## src/rtl/sc_line_status.sv

```systemverilog
module sc_line_status #(
  parameter int HDLC_RUN    = 15,
  parameter int UART_MIN    = 9,
  parameter int UART_MAX    = 13,
  parameter int LEN_W       = 4,
  parameter int SYNC_STAGES = 2
) (
  input  logic             clk,
  input  logic             rst_n,
  input  logic             rx_bit,
  input  logic             rx_bit_vld,
  input  logic             proto_uart,
  input  logic             diag_sw,
  input  logic [1:0]       si_mode,
  input  logic             d_chan,
  input  logic [LEN_W-1:0] char_bits,
  input  logic             rx_en,
  input  logic             tx_en,
  input  logic             cd_pin,
  input  logic             cts_pin,
  output logic [2:0]       status
);
  localparam int RUN_MAX = (HDLC_RUN > UART_MAX) ? HDLC_RUN : UART_MAX;
  localparam int CNT_W   = $clog2(RUN_MAX + 1);

  localparam logic [1:0] SI_DIRECT = 2'd0;
  localparam logic [1:0] SI_GCI    = 2'd2;

  logic [CNT_W-1:0]       ones_q;
  logic [CNT_W-1:0]       thr;
  logic [SYNC_STAGES-1:0] cd_sync, cts_sync;
  logic                   line_quiet, cd_s, cts_s;

  always_comb begin
    if (!proto_uart)
      thr = CNT_W'(HDLC_RUN);
    else if (int'(char_bits) < UART_MIN)
      thr = CNT_W'(UART_MIN);
    else if (int'(char_bits) > UART_MAX)
      thr = CNT_W'(UART_MAX);
    else
      thr = CNT_W'(char_bits);
  end

  always_ff @(posedge clk or negedge rst_n) begin
    if (!rst_n)
      ones_q <= '0;
    else if (!rx_en)
      ones_q <= '0;
    else if (rx_bit_vld) begin
      if (!rx_bit)
        ones_q <= '0;
      else if (ones_q < thr)
        ones_q <= ones_q + 1'b1;
    end
  end

  always_ff @(posedge clk or negedge rst_n) begin
    if (!rst_n) begin
      cd_sync  <= '0;
      cts_sync <= '0;
    end else begin
      cd_sync  <= {cd_sync[SYNC_STAGES-2:0], cd_pin};
      cts_sync <= {cts_sync[SYNC_STAGES-2:0], cts_pin};
    end
  end

  assign cd_s       = cd_sync[SYNC_STAGES-1];
  assign cts_s      = cts_sync[SYNC_STAGES-1];
  assign line_quiet = (ones_q >= thr);

  assign status[2] = rx_en & (diag_sw ? line_quiet : (line_quiet | ~cd_s));
  assign status[1] = rx_en & (si_mode == SI_DIRECT) & cd_s;
  assign status[0] = tx_en & cts_s &
                     ((si_mode == SI_DIRECT) | ((si_mode == SI_GCI) & d_chan));

  AST_ZERO_RESTARTS_RUN: assert property (@(posedge clk) disable iff (!rst_n)
    (rx_en && rx_bit_vld && !rx_bit) |=> (ones_q == '0)) else $error("zero kept count");

  AST_RX_OFF_QUIET: assert property (@(posedge clk) disable iff (!rst_n)
    !rx_en |-> (status[2:1] == 2'b00)) else $error("rx off status");

  AST_TX_OFF_NO_CTS: assert property (@(posedge clk) disable iff (!rst_n)
    !tx_en |-> !status[0]) else $error("tx off cts");

  AST_RUN_SATURATES: assert property (@(posedge clk) disable iff (!rst_n)
    (rx_en && rx_bit_vld && rx_bit && (ones_q >= thr)) |=> (ones_q == $past(ones_q)))
    else $error("count wrapped");

  AST_NO_STROBE_HOLD: assert property (@(posedge clk) disable iff (!rst_n)
    (rx_en && !rx_bit_vld && $past(rx_en)) |=> $stable(ones_q)) else $error("count moved");
endmodule

```

## config.mk

```make
export PLATFORM = sky130hd
export DESIGN_NAME = sc_line_status
export DESIGN_NICKNAME = d
export VERILOG_FILES = /design/src/rtl/sc_line_status.sv
export SDC_FILE = /design/constraint.sdc
export NUM_CORES = 1
export LEC_CHECK = 0
export BUFFER_PORTS_ARGS = -buffer_cell sky130_fd_sc_hd__buf_2
export CAP_MARGIN = 40
export CORE_MARGIN = 4
export CORE_UTILIZATION = 31
export CTS_BUF_LIST = sky130_fd_sc_hd__clkbuf_2
export DETAILED_ROUTE_END_ITERATION = 6
export HOLD_SLACK_MARGIN = 0.08
export PLACE_DENSITY = 0.61
export RECOVER_POWER = 25
export SLEW_MARGIN = 15
export SYNTH_ARGS = -nofsm -noshare
export SYNTH_HDL_FRONTEND = slang
export SYNTH_SLANG_ARGS = --single-unit
```

## constraint.sdc

```tcl
create_clock -name clk -period 3.5 [get_ports clk]
set_input_delay 0.175 -clock clk [delete_from_list [all_inputs] [get_ports clk]]
set_output_delay 0.175 -clock clk [all_outputs]
set_load 0.01 [all_outputs]
```

==> Yosys cells after proc, flatten, opt, wreduce, memory -nomap -nowiden <==
Index checks and enable logic that the tools add are counted.
{ "classes": {"mux": 8, "addsub": 1, "eq_ne": 3, "magnitude_cmp": 4, "bitwise": 9, "reduce_logical": 2} }
{ "op_table": {"columns": ["operator", "n"], "rows": [
  ["4-bit 2-to-1 mux", 7],
  ["1-bit bitwise AND", 6],
  ["4-bit by 1-bit adder with 4-bit output (second input constant)", 1],
  ["4-bit >= comparator", 1],
  ["4-bit greater-than comparator (second input constant)", 1],
  ["4-bit < comparator", 1],
  ["4-bit < comparator (second input constant)", 1],
  ["3-bit by 2-bit inequality test with 1-bit output (second input constant)", 1],
  ["2-bit == test (second input constant)", 1],
  ["2-bit logical NOT", 1],
  ["2-bit inequality test (second input constant)", 1],
  ["1-bit OR", 2],
  ["2-bit AND reduction", 1],
  ["1-bit 2-to-1 mux", 1],
  ["1-bit NOT", 1]
]} }
{ "totals": {"wordCells": 30, "reg_bits": 8, "output_inout_bits": 3} }

==> Depth between registers and ports, before layout <==
{ "depth": {"depth_word": 9, "mapped_depth": 7, "ltp_nobuf": 7} }

==> Worst setup path after synthesis <==
Ideal clock, no wire load.
{ "synth_timing": {"kind": "reg-to-reg", "startpoint": "reg ones_q[2]", "endpoint": "reg ones_q[3]", "stages_incl_launch_ff": 6, "setup_slack_ps": 1870, "arrival_ps": 1548, "path_cell_list": "dfrtp_1 -> ha_1 -> o21ai_1 -> a21oi_2 -> or4_1 -> a31oi_1"} }
{ "synth_via": {"elab_chain_cells": 5} }
{ "synth_rtl": {"columns": ["element", "line_no", "source"], "rows": [
  ["start: declaration", "29", "logic [CNT_W-1:0] ones_q;"],
  ["start signal: assignment", "54", "ones_q <= ones_q + 1'b1;"],
  ["4-bit by 1-bit adder with 4-bit output", "54", null],
  ["4-bit 2-to-1 mux", "53", "else if (ones_q < thr)"],
  ["4-bit 2-to-1 mux", "51", "if (!rx_bit)"],
  ["4-bit 2-to-1 mux", "50", "else if (rx_bit_vld) begin"],
  ["4-bit 2-to-1 mux", "48", "else if (!rx_en)"]
]} }
Parallel ways exist; a longest one is shown, timed or not. The select of a mux whose other input is x is not followed.
A chain may end at the register's enable or synchronous reset.

==> Final worst setup path <==
{ "layout_timing": {"startpoint": "reg ones_q[0]", "endpoint": "out status[2]"} }
{ "layout_via": {"elab_chain_cells": 4} }
{ "layout_rtl": {"columns": ["element", "line_no", "source"], "rows": [
  ["4-bit >= comparator (*)", "70", "assign line_quiet = (ones_q >= thr);"],
  ["1-bit OR", "72", "assign status[2] = rx_en & (diag_sw ? line_quiet : (line_quiet | ~cd_s));"],
  ["1-bit 2-to-1 mux (*)", "72", null],
  ["1-bit bitwise AND (*)", "72", null],
  ["end: declaration", "21", "output logic [2:0] status"]
]} }
Every way passes the cells marked *; elsewhere a longest branch is shown, timed or not.

==> metrics.txt <==
status completed; Final Max Tran Viols 0; Num CTS Buffers 3; MaxCap Viol Count 0; drt pass-1 iters 4; initial antenna violation count 0; post-synthesis to final-layout area growth 30.9%; htree depth 1; # resized after CTS 0; peak supply drop roughly 200 uV; Worst Setup End Kind output port; residual DRC count 0; post-synthesis sequential element count 8; Hold WS 231 ps; # port buffers 19; Final Setup Violations 0; Pwr Total 0.187 mW; first-pass GRT wire length 1.87 mm; RSZ-0062 raised after global routing no; share of cells above drive strength 1 0.268; # clock sinks 8; top_reg_cell synth dfrtp_1; post-detail-place hpwl around 900 um; Avg WL per Cell 11.2 um; Final Wtd Congestion between 0.7 and 0.8; number of DRC markers in iteration 0 9; Worst-Skew Late Latency roughly 240 ps; Max Buffers Root-to-Sink 2; most frequent cells after synthesis dfrtp_1, ha_1, nand2_1, nor3_1; synth warn 0; Hold WC Path Type in -> reg; GRT Util Overall 0.0980; Filler cells 154; largest net degree at the start of global routing 9; die width 48.7 um; critical path cell sequence inv_1 > ha_1 > nand2b_1 > a21oi_2 > nor3_1 > nor2_1 > buf_2; Syn Area/Cell 9.02 sq um; Non-Filler Instances 98; synth top area cells dfrtp_1, ha_1, nand2b_1; fin crit share 0.535; die height between 40 and 50 um; hold buffers post-CTS 3; Synth top area share 0.389; vias in the first global route 446; Yosys cell types 24; dpl cells 92; Overflow after GRT 0; Lkg Pwr 0.323 nW; max frequency 534 MHz; standard-cell rows 14; crit-path max cell delay ~450 ps; number of setup buffers added after CTS 0; Starting Density 0.334; EDFF count, synth 0; Crit path required time approximately 3300 ps; Total Die Area 2370 sq um; Core Footprint 1540 sq um; root buf cell clkbuf_2; final net count 106; syn_nets 79; Critical Path Slowest Stage Cell dfrtp_1; Post-Route Skew 11.3 ps; CTS tree yes; CP Launch Type flop; post-synthesis sequential area ratio 0.389; synthesized cell area 514 sq um; io pins 20; routed via count a little over 500; cell taking the most area after synthesis dfrtp_1; ant diodes 0; most frequent cell after synthesis dfrtp_1; final core occ 0.437; min Tclk post-route 1870 ps; Detailed Route WL ~1.1 mm; routed vias/inst 5.13; worst-path fanout max 8; crit path DAT approximately 1700 ps; CP Buf/Inv Count 2; Gate Count Post-Synth between 50 and 60; Pwr per Cell Area 278 nW/um^2; async set or reset register ratio after synthesis 1.00; Routed Antenna Nets 0; kind of critical path reg -> out; reg2reg setup slack 1790 ps; CP top delay family flip-flops; setup_tns 0 ps; clock slew at reported path FFs ~90 ps; Hold Fails Final Rpt 0
==> cell families after synthesis <==
family	Yosys count	share of synthesized area
AND/OR/NAND/NOR	27	0.290
AO/OA/AOI/OAI	10	0.126
flip-flops	8	0.389
adder cells (fa/ha/maj)	5	0.122
buffers and inverters	4	0.0292
other	1	0.00729
XOR/XNOR	1	0.0170
multiplexers	1	0.0195
==> cell usage in the layout (no fill, tap or decap), drive strengths merged <==
cell type,instances
nand3,2
conb,1
a21oi,2
o21bai,1
dlygate4sd3,3
inv,4
nor4,1
xor2,1
o211ai,2
nor3,5
clkbuf,4
nand4b,2
ha,5
or4,2
nor2,3
nand4,1
nand3b,1
mux2i,1
buf,18
o21ai,2
nor2b,1
nand2,5
dfrtp,8
nand2b,4
a31oi,3
==> worst paths after layout <==
| kind | startpoint | to | depth (start not counted) |
|---|---|---|---|
| min | rx_en | ones_q[1] | 3 |
| min reg2reg | cts_sync[0] | cts_sync[1] | 0 |
| max | ones_q[0] | status[2] | 7 |
| min in group asynchronous | rst_n | ones_q[1] | 2 |
| max in group asynchronous | rst_n | cd_sync[1] | 2 |
| max reg2reg | ones_q[2] | ones_q[3] | 5 |
==> stage by stage <==
step	area (sq um)	setup slack [ps]
detailed placement	629	1800
global placement	629	1790
CTS	674	1620
floorplan	514	1870
finish	673	1630
global route	673	1410
==> registers in the layout, summed over array words and instances, names as in the netlist <==
name	flops
ones_q	4
cd_sync	2
cts_sync	2
==> power breakdown <==
part | internal [mW] | leakage (nW) | total [mW] | switching, mW
logic | 0.0166 | 0.209 | 0.0333 | 0.0166
registers | 0.0955 | 0.102 | 0.0975 | 0.00201
clock network | 0.0234 | 0.0125 | 0.0567 | 0.0333
total | 0.136 | 0.323 | 0.187 | 0.0519
==> worst reg2reg max path, delay by kind of cell (launching register included) <==
| kind | cells | cell delay [ps] |
|---|---|---|
| adders and majority gates | 1 | 320 |
| and+or+nand+nor | 1 | 510 |
| DFF | 1 | 410 |
| AOI/OAI and AO/OA | 3 | 410 |
==> layer usage <==
metal	vias up	track usage	wire length, um
met5	-	0	0
met3	0	0.0460	45
met1	234	0.121	504
met4	0	0.0269	0
li1	261	-	-
met2	8	0.152	551
==> cell type report <==
cell class              instances  area, sq um  area share
clock buffers                   3         15.0      0.0223
inverters                       4         15.0      0.0223
multi-input cells              45          299       0.444
flip-flops and latches          8          200       0.297
well taps                      16         20.0      0.0297
repair buffers                 22          124       0.184
No activity file was read; power rests on OpenSTA's default activity.
